$ cat src/rtl/rbo_pkg.sv
package rbo_pkg;
    typedef enum logic [1:0] {
        ST_IDLE   = 2'd0,
        ST_HUNT   = 2'd1,
        ST_DIRECT = 2'd2,
        ST_SHIFT  = 2'd3
    } rbo_state_e;

    typedef enum logic [1:0] {
        SEL_PASS = 2'd0,
        SEL_PAD  = 2'd1,
        SEL_JOIN = 2'd2
    } rbo_sel_e;
endpackage

$ cat src/rtl/rbo_edge_det.sv
module rbo_edge_det (
    input  logic clk,
    input  logic rst_n,
    input  logic level,
    output logic rise
);
    logic level_q;

    always_ff @(posedge clk) begin
        if (!rst_n) level_q <= 1'b0;
        else        level_q <= level;
    end

    assign rise = level & ~level_q;
endmodule

$ cat src/rtl/rbo_lane_match.sv
module rbo_lane_match #(
    parameter int BYTE_W = 8,
    parameter int LANES  = 2,
    localparam int WORD_W = BYTE_W * LANES
) (
    input  logic [WORD_W-1:0] word,
    input  logic [BYTE_W-1:0] pattern,
    output logic [LANES-1:0]  hit
);
    for (genvar g = 0; g < LANES; g++) begin : g_lane
        assign hit[g] = (word[g*BYTE_W +: BYTE_W] == pattern);
    end
endmodule

$ cat src/rtl/rbo_out_mux.sv
module rbo_out_mux
    import rbo_pkg::*;
#(
    parameter int BYTE_W = 8,
    localparam int WORD_W = 2 * BYTE_W
) (
    input  rbo_sel_e          sel,
    input  logic [WORD_W-1:0] word,
    input  logic [BYTE_W-1:0] held,
    input  logic [BYTE_W-1:0] pad,
    output logic [WORD_W-1:0] result
);
    always_comb begin
        unique case (sel)
            SEL_PAD:  result = {pad, word[BYTE_W-1:0]};
            SEL_JOIN: result = {word[BYTE_W-1:0], held};
            default:  result = word;
        endcase
    end
endmodule

$ cat src/rtl/rx_byte_order_align.sv
module rx_byte_order_align
    import rbo_pkg::*;
#(
    parameter int BYTE_W = 8,
    localparam int LANES  = 2,
    localparam int WORD_W = BYTE_W * LANES
) (
    input  logic              clk,
    input  logic              rst_n,
    input  logic              in_valid,
    input  logic [WORD_W-1:0] in_data,
    input  logic              order_req,
    input  logic [BYTE_W-1:0] pattern,
    input  logic [BYTE_W-1:0] pad_byte,
    output logic              out_valid,
    output logic [WORD_W-1:0] out_data,
    output logic              order_done
);
    rbo_state_e        state_q, state_d, base_st;
    rbo_sel_e          sel;
    logic              req_rise;
    logic              done_set;
    logic [LANES-1:0]  hit;
    logic [BYTE_W-1:0] held_q;
    logic [WORD_W-1:0] mux_out;

    rbo_edge_det u_edge (
        .clk   (clk),
        .rst_n (rst_n),
        .level (order_req),
        .rise  (req_rise)
    );

    rbo_lane_match #(.BYTE_W(BYTE_W), .LANES(LANES)) u_match (
        .word    (in_data),
        .pattern (pattern),
        .hit     (hit)
    );

    rbo_out_mux #(.BYTE_W(BYTE_W)) u_mux (
        .sel    (sel),
        .word   (in_data),
        .held   (held_q),
        .pad    (pad_byte),
        .result (mux_out)
    );

    // Next-state and lane selection; a request edge (T_REQ) overrides the current state
    always_comb begin
        base_st  = req_rise ? ST_HUNT : state_q;
        state_d  = base_st;
        sel      = SEL_PASS;
        done_set = 1'b0;
        unique case (base_st)
            ST_IDLE, ST_DIRECT: sel = SEL_PASS;
            ST_HUNT: begin
                if (in_valid && hit[0]) begin          // T_LOW
                    state_d  = ST_DIRECT;
                    done_set = 1'b1;
                end else if (in_valid && hit[1]) begin // T_HIGH
                    state_d  = ST_SHIFT;
                    sel      = SEL_PAD;
                    done_set = 1'b1;
                end
            end
            ST_SHIFT: sel = SEL_JOIN;
            default:  sel = SEL_PASS;
        endcase
    end

    // State register
    always_ff @(posedge clk) begin
        if (!rst_n) state_q <= ST_IDLE;
        else        state_q <= state_d;
    end

    // Output registers
    always_ff @(posedge clk) begin
        if (!rst_n) begin
            out_valid  <= 1'b0;
            out_data   <= '0;
            held_q     <= '0;
            order_done <= 1'b0;
        end else begin
            out_valid <= in_valid;
            if (in_valid) begin
                out_data <= mux_out;
                held_q   <= in_data[WORD_W-1 -: BYTE_W];
            end
            if (done_set)      order_done <= 1'b1;
            else if (req_rise) order_done <= 1'b0;
        end
    end
endmodule

$ cat config.mk
export PLATFORM = sky130hd
export DESIGN_NAME = rx_byte_order_align
export DESIGN_NICKNAME = d
export VERILOG_FILES = /design/src/rtl/rbo_pkg.sv /design/src/rtl/rbo_edge_det.sv /design/src/rtl/rbo_lane_match.sv /design/src/rtl/rbo_out_mux.sv /design/src/rtl/rx_byte_order_align.sv
export SDC_FILE = /design/constraint.sdc
export NUM_CORES = 1
export LEC_CHECK = 0
export ABC_AREA = 1
export ABC_CLOCK_PERIOD_IN_PS = 2400
export BUFFER_PORTS_ARGS = -buffer_cell sky130_fd_sc_hd__buf_4
export CAP_MARGIN = 40
export CORE_MARGIN = 2
export CORE_UTILIZATION = 35
export CTS_BUF_LIST = sky130_fd_sc_hd__clkbuf_4 sky130_fd_sc_hd__clkbuf_8 sky130_fd_sc_hd__clkbuf_16
export DETAILED_ROUTE_END_ITERATION = 12
export PLACE_DENSITY = 0.69
export SETUP_SLACK_MARGIN = 0.15
export SYNTH_ARGS = -nofsm -noshare
export SYNTH_HDL_FRONTEND = slang
export SYNTH_SLANG_ARGS = --single-unit
export TNS_END_PERCENT = 1
$ cat constraint.sdc
create_clock -name clk -period 2.4 [get_ports clk]
set_input_delay 0 -clock clk [delete_from_list [all_inputs] [get_ports clk]]
set_output_delay 0 -clock clk [all_outputs]
set_load 0.03 [all_outputs]
Word-level counts from Yosys, hierarchy flattened
Index checks and enable logic that the tools add are counted.
{ "totals": {"reg_bits": 29, "latch_bits": 0, "ram_bits": 0, "romBits": 0, "in_bits": 36, "output_inout_bits": 18, "n_memories": 0} }
{ "op_classes": {"add_sub_neg": 0, "mul": 0, "n_div": 0, "n_lt_le_gt_ge": 0, "n_eq_ne": 7, "n_shift": 0, "mux": 13, "bitwise_logic": 2, "reduce_logical": 5} }
{ "op_table": {"columns": ["operator", "count"], "rows": [
  ["$pmux W16 S2", 1],
  ["$eq A8 B8 Y1", 2],
  ["$mux W2", 4],
  ["$mux W1", 7],
  ["$eq A2 B2 Y1 const B", 3],
  ["$pmux W2 S3", 1],
  ["$eq A2 B1 Y1 const B", 2],
  ["$logic_and A1 B1 Y1", 2],
  ["$logic_not A2 Y1", 1],
  ["$reduce_bool A2 Y1", 1],
  ["$reduce_or A2 Y1", 1],
  ["$and A1 B1 Y1", 1],
  ["$not A1 Y1", 1]
]} }

Longest topological paths before layout
{ "logic_depth": {"depth_word": 8, "ltp_mapped": 16, "ltp_nobuf": 15} }

Hierarchy
From an unflattened synthesis, not the netlist that was laid out.
{ "unflattened": {"hier_cells": 288, "hier_area_um2": 1756.7} }
{ "modules_own_cells": {"columns": ["module", "n_inst", "cells_per_inst", "area_each_um2"], "rows": [
  ["rx_byte_order_align", 1, 128, 1027.2],
  ["rbo_out_mux", 1, 69, 369.1],
  ["rbo_lane_match", 1, 86, 322.8],
  ["rbo_edge_det", 1, 5, 37.5]
]} }

Least setup slack after synthesis
Ideal clock, no wire load.
{ "synth_path": {"path_type": "flip-flop to flip-flop", "start": "register state_q[0]", "end": "register out_data[1]", "setup_time_ns": 0.117, "arrival_time_ns": 1.598, "required_ns": 2.283, "path_slack_ns": 0.685, "stages_incl_launch_ff": 11, "path_buffers": 1, "period_less_slack_ns": 1.715, "cell_sequence": "dfxtp_1 -> inv_1 -> o21ai_0 -> nand2_1 -> nor2_1 -> ha_1 -> buf_2 -> nor2_1 -> o21ai_0 -> o221ai_1 -> inv_1"} }
{ "synth_via": {"elab_chain_cells": 6, "word_cells_on_any_way": 10} }
{ "synth_lines": {"columns": ["item", "line_no", "text"], "rows": [
  ["start: declaration", "rx_byte_order_align.sv:19", "rbo_state_e state_q, state_d, base_st;"],
  ["start signal: assignment", "rx_byte_order_align.sv:74", "else state_q <= state_d;"],
  ["$mux W2 *", "rx_byte_order_align.sv:50", "base_st = req_rise ? ST_HUNT : state_q;"],
  ["$eq A2 B2 Y1 / $logic_not A2 Y1 (equally long branches)", "rx_byte_order_align.sv:54", "unique case (base_st)"],
  ["$reduce_or A2 Y1", "rx_byte_order_align.sv:54", null],
  ["$pmux W2 S3 *", "rx_byte_order_align.sv:54", null],
  ["$eq A2 B2 Y1 / $eq A2 B1 Y1 (equally long branches)", "rbo_out_mux.sv:14", "unique case (sel)"],
  ["$pmux W16 S2 *", "rbo_out_mux.sv:14", null],
  ["end signal: assignment", "rx_byte_order_align.sv:87", "out_data <= mux_out;"],
  ["end: declaration", "rx_byte_order_align.sv:16", "output logic [WORD_W-1:0] out_data,"]
]} }
Mark *: on every way between the ends. The rest lies on a longest branch, timed or not.
A chain may end at the register's enable or synchronous reset.

Worst setup path after layout
{ "layout_path": {"start": "input port in_data[6]", "end": "register out_data[1]"} }
{ "layout_via": {"elab_chain_cells": 6, "word_cells_on_any_way": 7} }
{ "layout_lines": {"columns": ["item", "line_no", "text"], "rows": [
  ["start: declaration", "rx_byte_order_align.sv:11", "input logic [WORD_W-1:0] in_data,"],
  ["$eq A8 B8 Y1 *", "rbo_lane_match.sv:11", "assign hit[g] = (word[g*BYTE_W +: BYTE_W] == pattern);"],
  ["$logic_and A1 B1 Y1 *", "rx_byte_order_align.sv:57", "if (in_valid && hit[0]) begin"],
  ["$mux W1 *", "rx_byte_order_align.sv:57", null],
  ["$pmux W2 S3 *", "rx_byte_order_align.sv:54", null],
  ["$eq A2 B2 Y1 / $eq A2 B1 Y1 (equally long branches)", "rbo_out_mux.sv:14", null],
  ["$pmux W16 S2 *", "rbo_out_mux.sv:14", null]
]} }
Marked as above.

==> metrics.txt <==
drt total wl 4360 µm; cell count after synthesis 234; Final HPWL DP 3180 µm; most frequent CP cell nand2_1; warnings from Yosys 0; Vias/cell 4.87; syn avg cell area 6.60 µm²; crit-path max FO 9; pwr dens 545 nW/µm²; max-slew violations 0; antenna viol nets, final 0; Initial Util 36.0%; clock slew seen by the registers of the worst setup and hold paths 0.06 ns; Die Wd 70.4 µm; drt initial violations 79; worst clock skew 0.00673 ns; Antenna diodes 0; routed via count 1699; number of cell rows 24; First-pass DRT Iterations 5; P_sw 0.000349 W; largest net degree at the start of global routing 27; HP Class in -> reg; final hold vios 0; clock root cell clkbuf_8; DP Worst Slack 0.308 ns; initial antenna violation count 0; f_max 486 MHz; sequential share of the synthesized area 37.6%; Seq cells post-synth 29; die height 70.4 µm; setup violators final 0; setup TNS 0 ns; synthesis-to-finish area growth 40.6%; P_int 0.000833 W; wire per inst 12.5 µm; RSZ-0062 raised after global routing yes; Sw Share 29.6%; Crit path arrival time 2.24 ns; IO Pins 54; final RePlAce weighted congestion 0.856; Slew Limit Headroom 79.5%; slowest cell delay on critical path 0.54 ns; clock share of power 34.8%; die area 4960 µm²; critical path class in -> reg; clk_lat worst skew 0.29 ns; grt total ovfl 0; post-route setup slack 0.344 ns; crit-path cells dlygate4sd3_1, buf_4, inv_1, nand2_1, nand2_1, nand2_1, nor2_1, nand3_1, nand2_1, nor2_1, ha_2, inv_4, nand2_2, nor2_1, o221ai_1, inv_1; CP max stage cell dlygate4sd3_1; Core Area 4290 µm²; nature of the critical path endpoint flip-flop; gr usage total 19.3%; Port Buffer Count 53; status finished clean; combinational fraction of design power 20.8%; fillcell total 466; share of power burned in registers 44.4%; Nets 334; first-pass GRT wire length 7460 µm; synthesized area 1540 µm²; H-tree depth 2; CTS tree built; reg2reg setup slack 0.52 ns; Critical Path RT 2.58 ns; clock sinks 29; Worst Setup Start Kind input pin; leak pwr 1.09 nW; Slew @ Worst Pin 0.306 ns; Final period util 85.7%; min Tclk post-route 2.06 ns; Inserted Clock Buffers 5; vias in the first global route 1639; layout cells sized above 1 23.2%; worst vdd ir 0.230 mV; DRC 0; Max Cap Viol 0; syn_nets 272; maximum clock insertion buffer count 2; synth unique cells 20
-- registers in the layout (all words and copies together), names as in the netlist --
register,count
held_q,8
order_done,1
out_data,16
out_valid,1
state_q,2
u_edge.level_q,1
-- cell usage after synthesis (all sizes together) --
master | number | share of area, %
clkinv | 1 | 0.24
o211ai | 4 | 1.9
a311oi | 4 | 2.3
nor2 | 18 | 4.4
inv | 47 | 12
ha | 2 | 1.6
clkbuf | 4 | 0.97
xor2 | 4 | 2.3
nand3 | 4 | 1.3
o221ai | 8 | 4.5
nor3 | 4 | 1.3
a21oi | 21 | 6.8
o21ai | 27 | 8.8
nand2 | 52 | 13
dfxtp | 29 | 38
buf | 5 | 1.8
-- timing repair --
action / 4_1_cts / 5_1_grt
hold buffers: 9 / 0
endpoints found under the hold margin: 6 / 0
resized for setup: 0 / 5
setup buffers: 0 / 0
endpoints found under the setup margin: 0 / 8
-- cell type report --
| type | instances | area (µm²) | area share (%) |
|---|---|---|---|
| clock buffer | 6 | 76.3 | 3.52 |
| tap | 52 | 65.1 | 3.00 |
| inverter | 48 | 185 | 8.53 |
| multi-input combinational | 148 | 751 | 34.6 |
| clock inverter | 2 | 10.0 | 0.461 |
| timing repair buffer | 64 | 503 | 23.2 |
| sequential | 29 | 581 | 26.7 |
-- stage by stage --
step	std cells	hold WS (ns)	cell area (µm²)	utilization [%]	power, W
floorplan	234	0.0935	1540	-	0.000662
global placement	332	0.194	1980	46.1	0.000768
detailed placement	332	0.205	1980	46.1	0.000770
CTS	349	0.00496	2160	50.2	0.00119
global route	349	0.0206	2170	50.6	0.00124
finish	349	0.00728	2170	50.6	0.00118
-- per-layer routing --
metal,global-route usage (%),routed length (µm),up-vias
li1,-,-,873
met1,24.1,1930,768
met2,30.8,2080,50
met3,6.35,269,8
met4,6.84,78,0
met5,0,0,-
-- final timing paths --
check | start | endpoint | cells past startpoint
max | in_data[6] | out_data[1] | 16
min | in_data[13] | held_q[5] | 3
max reg2reg | state_q[0] | out_data[7] | 10
min reg2reg | held_q[7] | held_q[7] | 2
-- worst max-delay path, delay by kind of cell --
kind / cells / cell delay [ns]
AOI/OAI and AO/OA: 1 / 0.18
buffers and inverters: 5 / 0.92
and+or+nand+nor: 9 / 0.69
adders and majority gates: 1 / 0.44
-- cells by family after synthesis --
kind of cell | Yosys count | synth area share (%)
simple gates | 78 | 19.6
compound gates | 64 | 24.3
buf+inv | 57 | 14.6
flops | 29 | 37.6
xor+xnor | 4 | 2.27
fa+ha+maj | 2 | 1.62
-- power by group through the flow --
stage	Combinational, W	Sequential [W]	Clock (W)
after floorplan	0.0000916	0.000570	0
after global placement	0.000233	0.000535	0
after detailed placement	0.000234	0.000536	0
after CTS	0.000247	0.000525	0.000417
after global routing	0.000274	0.000528	0.000442
final	0.000246	0.000525	0.000411
-- placed cells by master, fill, tap and decap left out, types with 8 or more instances in the layout --
master,synthesis,layout
buf_4,1,55
nor2_1,18,17
dlygate4sd3_1,0,9
a21oi_1,21,21
nand2_1,52,51
inv_1,44,44
o221ai_1,8,8
dfxtp_1,29,29
o21ai_1,13,13
o21ai_0,14,14
No activity file was read; power rests on OpenSTA's default activity.
